<file path="src/rtl/pfx_pkg.sv">
package pfx_pkg;

  typedef enum logic [2:0] {
    SEL_ADD = 3'b000,
    SEL_SUB = 3'b001,
    SEL_MUL = 3'b010,
    SEL_POW = 3'b011
  } unit_sel_e;

  typedef enum logic [1:0] {
    TK_OPND,
    TK_ARITH,
    TK_END,
    TK_BAD
  } tok_kind_e;

  typedef enum logic {
    ST_IDLE,
    ST_BUSY
  } eval_state_e;

  localparam logic [7:0] TOK_END = 8'hFF;

  function automatic tok_kind_e classify(input logic [7:0] t);
    if (!t[7])                return TK_OPND;
    else if (t == TOK_END)    return TK_END;
    else if (t[6:2] == 5'd0)  return TK_ARITH;
    else                      return TK_BAD;
  endfunction

endpackage

</file>
<file path="src/rtl/pfx_alu.sv">
module pfx_alu
  import pfx_pkg::*;
#(
  parameter int DATA_W = 32
) (
  input  unit_sel_e           sel,
  input  logic [DATA_W-1:0]   lhs,
  input  logic [DATA_W-1:0]   rhs,
  output logic [DATA_W-1:0]   y,
  output logic                uflow
);

  always_comb begin
    uflow = 1'b0;
    y     = '0;
    unique case (sel)
      SEL_ADD: y = lhs + rhs;
      SEL_SUB: begin
        if (rhs > lhs) begin
          uflow = 1'b1;
          y     = '0;
        end else begin
          y = lhs - rhs;
        end
      end
      SEL_MUL: y = lhs * rhs;
      default: y = '0;
    endcase
  end

endmodule

</file>
<file path="src/rtl/pfx_pow.sv">
module pfx_pow #(
  parameter int DATA_W = 32
) (
  input  logic              clk,
  input  logic              rst,
  input  logic              start,
  input  logic [DATA_W-1:0] base,
  input  logic [DATA_W-1:0] expo,
  output logic              busy,
  output logic              done,
  output logic [DATA_W-1:0] result
);

  logic [DATA_W-1:0] acc_q;
  logic [DATA_W-1:0] base_q;
  logic [DATA_W-1:0] rem_q;

  always_ff @(posedge clk) begin
    if (rst) begin
      busy   <= 1'b0;
      acc_q  <= '0;
      base_q <= '0;
      rem_q  <= '0;
    end else if (start) begin
      busy   <= 1'b1;
      acc_q  <= DATA_W'(1);
      base_q <= base;
      rem_q  <= expo;
    end else if (busy) begin
      if (rem_q == '0) begin
        busy <= 1'b0;
      end else begin
        acc_q <= acc_q * base_q;
        rem_q <= rem_q - DATA_W'(1);
      end
    end
  end

  assign done   = busy && (rem_q == '0);
  assign result = acc_q;


  zero_expo_chk: assert property (@(posedge clk) disable iff (rst)
    (start && expo == '0) |=> done);


  busy_hold_chk: assert property (@(posedge clk) disable iff (rst)
    (busy && !done) |=> busy);

endmodule

</file>
<file path="src/rtl/pfx_stack.sv">
module pfx_stack #(
  parameter int DATA_W = 32,
  parameter int DEPTH  = 16,
  localparam int CNT_W = $clog2(DEPTH + 1),
  localparam int AW    = $clog2(DEPTH)
) (
  input  logic              clk,
  input  logic              rst,
  input  logic              push,
  input  logic [DATA_W-1:0] push_val,
  input  logic              reduce,
  input  logic [DATA_W-1:0] reduce_val,
  input  logic              clear,
  output logic [DATA_W-1:0] tos,
  output logic [DATA_W-1:0] nos,
  output logic [CNT_W-1:0]  cnt
);

  // Entries below the top; single write port, one read port.
  logic [DATA_W-1:0] mem [DEPTH];
  logic [AW-1:0]     wr_idx;
  logic [AW-1:0]     rd_idx;

  assign wr_idx = AW'(cnt - CNT_W'(1));
  assign rd_idx = AW'(cnt - CNT_W'(2));
  assign nos    = mem[rd_idx];

  always_ff @(posedge clk) begin
    if (push && cnt != '0) mem[wr_idx] <= tos;
  end

  always_ff @(posedge clk) begin
    if (rst) begin
      cnt <= '0;
      tos <= '0;
    end else if (clear) begin
      cnt <= '0;
    end else if (push) begin
      tos <= push_val;
      cnt <= cnt + CNT_W'(1);
    end else if (reduce) begin
      tos <= reduce_val;
      cnt <= cnt - CNT_W'(1);
    end
  end


  no_overflow_chk: assert property (@(posedge clk) disable iff (rst)
    push |-> cnt < CNT_W'(DEPTH));


  reduce_depth_chk: assert property (@(posedge clk) disable iff (rst)
    reduce |-> cnt >= CNT_W'(2));

endmodule

</file>
<file path="src/rtl/postfix_eval.sv">
module postfix_eval
  import pfx_pkg::*;
#(
  parameter int DATA_W = 32,
  parameter int DEPTH  = 16,
  localparam int CNT_W = $clog2(DEPTH + 1)
) (
  input  logic              clk,
  input  logic              rst,
  input  logic              tok_valid,
  input  logic [7:0]        tok_data,
  output logic              tok_ready,
  output logic              res_valid,
  output logic [DATA_W-1:0] res_data,
  output logic              res_err
);

  eval_state_e       state_q;
  logic              err_q;
  tok_kind_e         kind;
  unit_sel_e         sel;
  logic              accept;
  logic              push, reduce, clear, pow_start, err_set;
  logic              has_two, is_full;
  logic [DATA_W-1:0] tos, nos, alu_y, pow_res, reduce_val;
  logic              alu_uflow, pow_busy, pow_done;
  logic [CNT_W-1:0]  cnt;

  assign tok_ready = (state_q == ST_IDLE);
  assign accept    = tok_valid && tok_ready;
  assign kind      = classify(tok_data);
  assign sel       = unit_sel_e'(tok_data[2:0]);
  assign has_two   = cnt >= CNT_W'(2);
  assign is_full   = cnt == CNT_W'(DEPTH);

  always_comb begin
    push       = accept && kind == TK_OPND && !is_full;
    clear      = accept && kind == TK_END;
    pow_start  = accept && kind == TK_ARITH && sel == SEL_POW && has_two;
    reduce     = (accept && kind == TK_ARITH && sel != SEL_POW && has_two) || pow_done;
    reduce_val = pow_done ? pow_res : alu_y;
    err_set    = accept && ((kind == TK_OPND && is_full) ||
                            (kind == TK_ARITH && !has_two) ||
                            (kind == TK_BAD) ||
                            (kind == TK_ARITH && sel == SEL_SUB && has_two && alu_uflow));
  end

  pfx_stack #(.DATA_W(DATA_W), .DEPTH(DEPTH)) u_stack (
    .clk(clk), .rst(rst),
    .push(push), .push_val(DATA_W'(tok_data[6:0])),
    .reduce(reduce), .reduce_val(reduce_val),
    .clear(clear),
    .tos(tos), .nos(nos), .cnt(cnt)
  );

  pfx_alu #(.DATA_W(DATA_W)) u_alu (
    .sel(sel), .lhs(nos), .rhs(tos), .y(alu_y), .uflow(alu_uflow)
  );

  pfx_pow #(.DATA_W(DATA_W)) u_pow (
    .clk(clk), .rst(rst), .start(pow_start),
    .base(nos), .expo(tos),
    .busy(pow_busy), .done(pow_done), .result(pow_res)
  );

  always_ff @(posedge clk) begin
    if (rst) begin
      state_q   <= ST_IDLE;
      err_q     <= 1'b0;
      res_valid <= 1'b0;
      res_data  <= '0;
      res_err   <= 1'b0;
    end else begin
      res_valid <= clear;
      if (clear) begin
        res_data <= (cnt == CNT_W'(1)) ? tos : '0;
        res_err  <= err_q || (cnt != CNT_W'(1));
        err_q    <= 1'b0;
      end else if (err_set) begin
        err_q <= 1'b1;
      end
      if (pow_start)     state_q <= ST_BUSY;
      else if (pow_done) state_q <= ST_IDLE;
    end
  end


  done_src_chk: assert property (@(posedge clk) disable iff (rst)
    res_valid |-> $past(tok_valid && tok_ready && tok_data == TOK_END));


  depth_err_chk: assert property (@(posedge clk) disable iff (rst)
    (accept && kind == TK_END && cnt != CNT_W'(1)) |=> (res_err && res_data == '0));


  sub_neg_chk: assert property (@(posedge clk) disable iff (rst)
    (accept && kind == TK_ARITH && sel == SEL_SUB && has_two && nos < tos) |=> err_q);


  short_op_chk: assert property (@(posedge clk) disable iff (rst)
    (accept && kind == TK_ARITH && !has_two) |=> (err_q && $stable(cnt)));


  busy_ready_chk: assert property (@(posedge clk) disable iff (rst)
    pow_busy |-> !tok_ready);

endmodule

</file>
<file path="config.mk">
export PLATFORM = sky130hd
export DESIGN_NAME = postfix_eval
export DESIGN_NICKNAME = d
export VERILOG_FILES = /design/src/rtl/pfx_pkg.sv /design/src/rtl/pfx_alu.sv /design/src/rtl/pfx_pow.sv /design/src/rtl/pfx_stack.sv /design/src/rtl/postfix_eval.sv
export SDC_FILE = /design/constraint.sdc
export NUM_CORES = 2
export LEC_CHECK = 0
export BUFFER_PORTS_ARGS = -buffer_cell sky130_fd_sc_hd__buf_2
export CAP_MARGIN = 10
export CELL_PAD_IN_SITES_DETAIL_PLACEMENT = 0
export CELL_PAD_IN_SITES_GLOBAL_PLACEMENT = 1
export CORE_MARGIN = 2
export CORE_UTILIZATION = 25
export DETAILED_ROUTE_END_ITERATION = 16
export PLACE_DENSITY = 0.52
export REMOVE_ABC_BUFFERS = 1
export SLEW_MARGIN = 20
export SYNTH_ARGS = -nofsm -noshare
export SYNTH_HDL_FRONTEND = slang
export SYNTH_SLANG_ARGS = --single-unit
export TNS_END_PERCENT = 100
</file>
<file path="constraint.sdc">
create_clock -name clk -period 19.65 [get_ports clk]
set_clock_uncertainty 0.2 [all_clocks]
set_input_delay 1.965 -clock clk [delete_from_list [all_inputs] [get_ports clk]]
set_output_delay 1.965 -clock clk [all_outputs]
set_load 0.005 [all_outputs]
</file>
Yosys cells after proc, flatten, opt, wreduce, memory -nomap -nowiden
Memory sizes are Yosys's and may differ from the RTL's.
Index checks and enable logic that the tools add are counted.

word-level totals
  memories kept = 1
  memory bits (writable) = 512
  bits of input ports = 11
  logic and storage cells = 101
  register bits after elaboration = 170

operators by class
  reduce and logical (&&, ||, !) cells = 37
  $add $sub $neg = 6
  multiplexer cells = 26
  eq/ne operators = 12
  order comparisons = 2
  multiply operators = 2
  bitwise operators = 3

memories
  name         words  width  read ports  clocked after Yosys merged registers in  write ports  RTL line         text
  u_stack.mem  16     32     1           0                                        1            pfx_stack.sv:20  logic [DATA_W-1:0] mem [DEPTH];

operator list
  cell                                                  number
  2-to-1 mux 32 bit                                     8
  one-hot mux 32 bit (3 select lines)                   1
  multiplier 32 x 32 -> 32 bit                          2
  adder 32 bit                                          1
  > comparator 32 bit                                   1
  zero test 32 bit                                      1
  subtractor 32 x 1 -> 32 bit (second input constant)   1
  subtractor 32 bit                                     1
  logical AND 1 bit                                     17
  2-to-1 mux 1 bit                                      12
  2-to-1 mux 5 bit                                      2
  == test 8 bit (second input constant)                 1
  == test 3 x 2 -> 1 bit (second input constant)        2
  2-to-1 mux 2 bit                                      3
  AND reduction 2 bit                                   3
  nonzero test 2 bit                                    3
  adder 5 x 1 -> 5 bit (second input constant)          1
  == test 5 x 1 -> 1 bit (second input constant)        1
  == test 5 bit (second input constant)                 1
  >= comparator 5 x 2 -> 1 bit (second input constant)  1
  zero test 5 bit                                       1
  logical OR 1 bit                                      5
  != test 5 x 1 -> 1 bit (second input constant)        1
  nonzero test 5 bit                                    1
  other kinds (12)                                      17

Longest topological paths before layout
  depth after elaboration = 11
  gate-level depth with buffers = 40
  depth with buffers taken out = 34

By module
From an unflattened synthesis, not the netlist that was laid out.

second synthesis, totals
  cells, all modules = 5645
  area, all modules = 61654.1 µm²

modules (own cells, without submodules)
  module        seq. area each (µm²)  cells an instance  instances  area an instance (µm²)
  pfx_stack     16115.5               998                1          21047.7
  pfx_pow       1941.9                2224               1          19641.3
  pfx_alu       0.0                   2280               1          19267.2
  postfix_eval  720.7                 143                1          1697.9

Worst setup path after synthesis
No wires, ideal clock.

  kind = register -> register
  start point = register u_stack.cnt[1]
  end point = register u_stack.tos[31]
  path buffers = 7
  stages on the path, launching flop included = 40
  slack = 9.973 ns
  data arrival time = 9.352 ns
  setup time = 0.125 ns
  cell sequence = dfxtp_1 buf_2 buf_4 clkinv_1 buf_2 ha_1 buf_2 clkbuf_1 buf_2 mux4_2 nand2_1 a31oi_1 clkbuf_1 nand2_1 fa_1 inv_1 fa_1 fa_1 [... 4 more ...] inv_1 fa_1 inv_1 fa_1 fa_1 ha_1 a21o_1 a21o_1 a21o_1 a21oi_1 o221a_2 a31oi_1 o31ai_1 nand2b_1 a21oi_1 xnor2_1 nor2_1 o41a_1

between the ends
  longest elaborated chain between the ends = 8
  elaborated cells between the ends (all ways) = 19
  classes of those cells = add/sub: 3; mul: 1; order compare: 2; eq/ne: 1; mux: 5; reduce/logical: 6; memory: 1

RTL lines
  item                                                                                  RTL line            text
  from (decl)                                                                           pfx_stack.sv:16     output logic [CNT_W-1:0] cnt
  from (signal assigned)                                                                pfx_stack.sv:40     cnt <= cnt + CNT_W'(1);
  from (signal assigned)                                                                pfx_stack.sv:43     cnt <= cnt - CNT_W'(1);
  subtractor 4 x 2 -> 4 bit (*)                                                         pfx_stack.sv:25     assign rd_idx = AW'(cnt - CNT_W'(2));
  memory read (16 x 32 bit) (*)                                                         n/a
  via nos[8]                                                                            postfix_eval.sv:25  logic [DATA_W-1:0] tos, nos, alu_y, pow_res, reduce_val;
  parallel branches: the longest is 2 deep, another holds multiplier 32 x 32 -> 32 bit  n/a
  one-hot mux 32 bit (3 select lines) (*)                                               pfx_alu.sv:16       unique case (sel)
  2-to-1 mux 32 bit (*)                                                                 postfix_eval.sv:41  reduce_val = pow_done ? pow_res : alu_y;
  2-to-1 mux 32 bit (*)                                                                 pfx_stack.sv:41     end else if (reduce) begin
  2-to-1 mux 32 bit (*)                                                                 pfx_stack.sv:38     end else if (push) begin
  to (signal assigned)                                                                  pfx_stack.sv:39     tos <= push_val;
  to (signal assigned)                                                                  pfx_stack.sv:42     tos <= reduce_val;
  to (decl)                                                                             pfx_stack.sv:14     output logic [DATA_W-1:0] tos,

Mark *: on every way through the listed nets, which the timed path passes. The select of a mux whose other input is x is not followed.
A chain may end at the register's enable or synchronous reset.

Final worst setup path
  start point = register u_stack.cnt[1]
  end point = register u_stack.tos[25]

between the ends
  longest elaborated chain between the ends = 8
  elaborated cells between the ends (all ways) = 19
  classes of those cells = add/sub: 3; mul: 1; order compare: 2; eq/ne: 1; mux: 5; reduce/logical: 6; memory: 1

RTL lines
  item
  parallel branches: the longest is 8 deep, another holds memory read (16 x 32 bit)

Several ways; the timed one is not identified. The select of a mux whose other input is x is not followed.

==> impl_metrics.py <==
metrics = {
    "outcome": {
        "status": "completed",
    },
    "setup_path": {
        "reg2reg_depth": 35,
        "cp.buffers_inverters": 9,
        "r2r_slack_ns": 8.58,
        "required_ns": 20.05,
        "cp_max_fo": 28,
        "path_class": "flip-flop to flip-flop",
        "max_stage_delay_ns": 0.52,
        "cp-end-kind": "flip-flop",
        "worstSetupStartpoint": "u_stack.cnt[1]",
        "cp_top_family": "adder cells",
        "cp-endpoint": "u_stack.tos[25]",
        "path_depth": 35,
        "arrival_ns": 11.47,
        "worstReg2RegEnd": "u_stack.tos[25]",
        "startpoint_type": "flip-flop",
        "rr_startpoint": "u_stack.cnt[1]",
        "cp_common_cell": "fa_1",
        "cp_slowest_cell": "fa_1",
    },
    "die": {
        "dieHeight_um": 501,
        "die_w_um": 501,
        "initial_core_util_pct": 25.1,
        "ios": 46,
        "row_count": 182,
        "dieArea_um2": 251000,
        "core-area_um2": 246000,
    },
    "power": {
        "leakage_uw": 0.0289,
        "switchingPower_uw": 1180,
        "p_comb_share_pct": 20.4,
        "clkPwrFrac_pct": 38.8,
        "power.internal_uw": 2650,
        "p_seq_share_pct": 40.8,
        "swShare_pct": 30.9,
        "p_per_area_nw_per_um2": 55.8,
        "vdd_drop_max_mv": 0.0741,
    },
    "yosys": {
        "synth_cell_types": 83,
        "synthSimpleGateAreaFrac_pct": 12.4,
        "synthTopCellsByArea": "fa_1 (27%), edfxtp_1 (25%), ha_1 (6.5%)",
        "synth_edf_count": 512,
        "synth_cells": 5798,
        "synth_area_leader_cell": "fa_1",
        "synth.area.mux_share_pct": 5.80,
        "yosys-top-cells-count": "inv_1 (1002), fa_1 (818), nand2_1 (783), edfxtp_1 (512), and2_1 (425)",
        "synthArstFlopShare_pct": 0,
        "synth-compound-area-share_pct": 6.73,
        "synth_area_um2": 61700,
        "avgSynthCellArea_um2": 10.6,
        "yosysMostFrequentCell": "inv_1",
        "ys_seq_area_share_pct": 30.4,
        "synth_xor_xnor_area_share_pct": 3.07,
        "synth_flop_cell": "edfxtp_1",
        "synth_top_area_share_pct": 26.5,
        "ys_ff_latch": 682,
        "synth_top_family_by_area": "adder cells",
        "synthAdderAreaFrac_pct": 33.0,
        "ys_warn_count": 0,
    },
    "final_layout": {
        "n_fill_cell": 25634,
        "drive_gt1_share_pct": 8.70,
        "synthToLayoutAreaGrowth_pct": 11.2,
        "fin_nets": 6890,
    },
    "clock_tree": {
        "cts_tree": "done",
        "cts_htree_levels": 3,
        "clock_sinks": 682,
        "clkTransAtPathRegs_ns": 0.08,
        "cts_setup_buffers": 0,
        "holdBufCountCts": 0,
        "cts_max_path_buffers": 3,
        "post_cts_resized": 0,
        "clk_latency_ns": 0.72,
        "cts_root_buf": "clkbuf_16",
        "cts_inserted_buffers": 79,
    },
    "flow_run": {
        "maxCapViolations": 0,
    },
    "sta": {
        "setup_viol": 0,
        "min_period_over_period_pct": 56.3,
        "final_hold_viol_count": 0,
        "fmax_ghz": 0.0903,
        "worstMarginPinSlew_ns": 1.14,
        "slew-limit-headroom_pct": 24.0,
        "setup_tns_ns": 0,
        "worst_hold_slack_ns": 0.253,
        "rsz0062_at_grt": "no",
        "slew_violations": 0,
        "fin_crit_ns": 11.07,
    },
    "grt": {
        "grt_pass1_vias": 45808,
        "grt.overflow.total": 0,
        "grt_max_degree": 74,
        "grt_pass1_wl_um": 321000,
        "grt.total_usage_pct": 17.4,
        "antenna_found_initial": 14,
    },
    "drt": {
        "vias_per_cell": 4.71,
        "vias": 42563,
        "antenna_left": 0,
        "dr.pass1.iters": 6,
        "dr.first_iter.drc_count": 3070,
        "wire_per_inst_um": 24.0,
        "drt-total-wl_um": 217000,
        "drc_errors": 0,
    },
    "place": {
        "dp.final_hpwl_um": 147000,
        "port_buffers": 45,
        "gp_congestion": 0.856,
    },
    "hold_path": {
        "min_from": "u_stack.tos[3]",
        "holdCritPathClass": "flip-flop to flip-flop",
    },
}
[per-stage QoR]
stage / instance area, µm² / total power (µW) / setup WS, ns / cells / util (%)
floorplan: 60200 / 2070 / 5.29 / 5470 / -
global placement: 66000 / 2380 / 8.67 / 8879 / 26.9
detailed placement: 66000 / 2370 / 8.56 / 8879 / 26.9
CTS: 68600 / 3880 / 8.48 / 9026 / 27.9
global route: 68600 / 4000 / 8.03 / 9026 / 27.9
finish: 68600 / 3830 / 8.58 / 9029 / 27.9
[power groups by stage]
stage	sequential [µW]	combinational [µW]	clock (µW)
2_1_floorplan	1600	463	0
3_3_place_gp	1590	782	0
3_5_place_dp	1590	779	0
4_1_cts	1560	787	1520
5_1_grt	1560	854	1580
6_report	1560	781	1490
[cell families after synthesis]
logic type,count (synthesis)
xor+xnor,211
fa+ha+maj,1139
mux,175
compound gates,631
simple gates,1628
flops,682
buf+inv,1332
[flip-flops by register name, indices dropped and copies added, names as in the netlist]
register      flops
u_stack.mem     512
res_data         32
u_pow.base_q     32
u_pow.rem_q      32
u_pow.result     32
u_stack.tos      32
u_stack.cnt       5
err_q             1
res_err           1
res_valid         1
state_q           1
u_pow.busy        1
[layer usage]
layer  vias to the layer above  global-route usage, %  share of wire (%)
met1                     22648                   23.9                 45
li1                      18582                      -                  -
met4                         2                   3.88                2.1
met3                       232                   1.55                4.4
met5                         -                      0              0.031
met2                      1099                   29.5                 48
[area by class of cell]
class                           count  area [µm²]  area share, %
Antenna cell                        3        7.51         0.0109
Clock buffer                      101        2090           3.04
Clock inverter                     46         512          0.746
Inverter                         1004        3770           5.49
Multi-Input combinational cell   3784       38100           55.5
Sequential cell                   682       18800           27.4
Tap cell                         3220        4030           5.87
Timing Repair Buffer              189        1320           1.93
[layout by cell type (no fill, tap or decap), drive strengths merged, types with 170 or more instances in the layout]
| cell | synthesis | routed |
|---|---|---|
| a21oi | 204 | 204 |
| and2 | 425 | 425 |
| buf | 49 | 189 |
| dfxtp | 170 | 170 |
| edfxtp | 512 | 512 |
| fa | 818 | 818 |
| ha | 321 | 321 |
| inv | 1002 | 1005 |
| nand2 | 787 | 787 |
| nor2 | 186 | 186 |
[worst reg2reg max path, delay by kind of cell, from the launching register on]
family	cells	cell delay (ns)
AND/OR/NAND/NOR	1	0.10
flip-flops	1	0.45
AO/OA/AOI/OAI	12	2.61
multiplexers	1	0.39
buffers and inverters	9	2.03
XOR/XNOR	1	0.40
adder cells (fa/ha/maj)	11	4.78
[how the worst min path moves through the flow]
stage,end,slack [ns],cells after the start
2_1_floorplan,u_pow.base_q[31],0.23,2
3_3_place_gp,u_stack.tos[3],0.24,2
3_5_place_dp,u_stack.tos[3],0.25,2
4_1_cts,u_stack.tos[3],0.26,2
5_1_grt,u_stack.tos[3],0.27,2
6_report,u_stack.tos[3],0.25,2
Note: power is estimated with default switching activity, not from simulation.
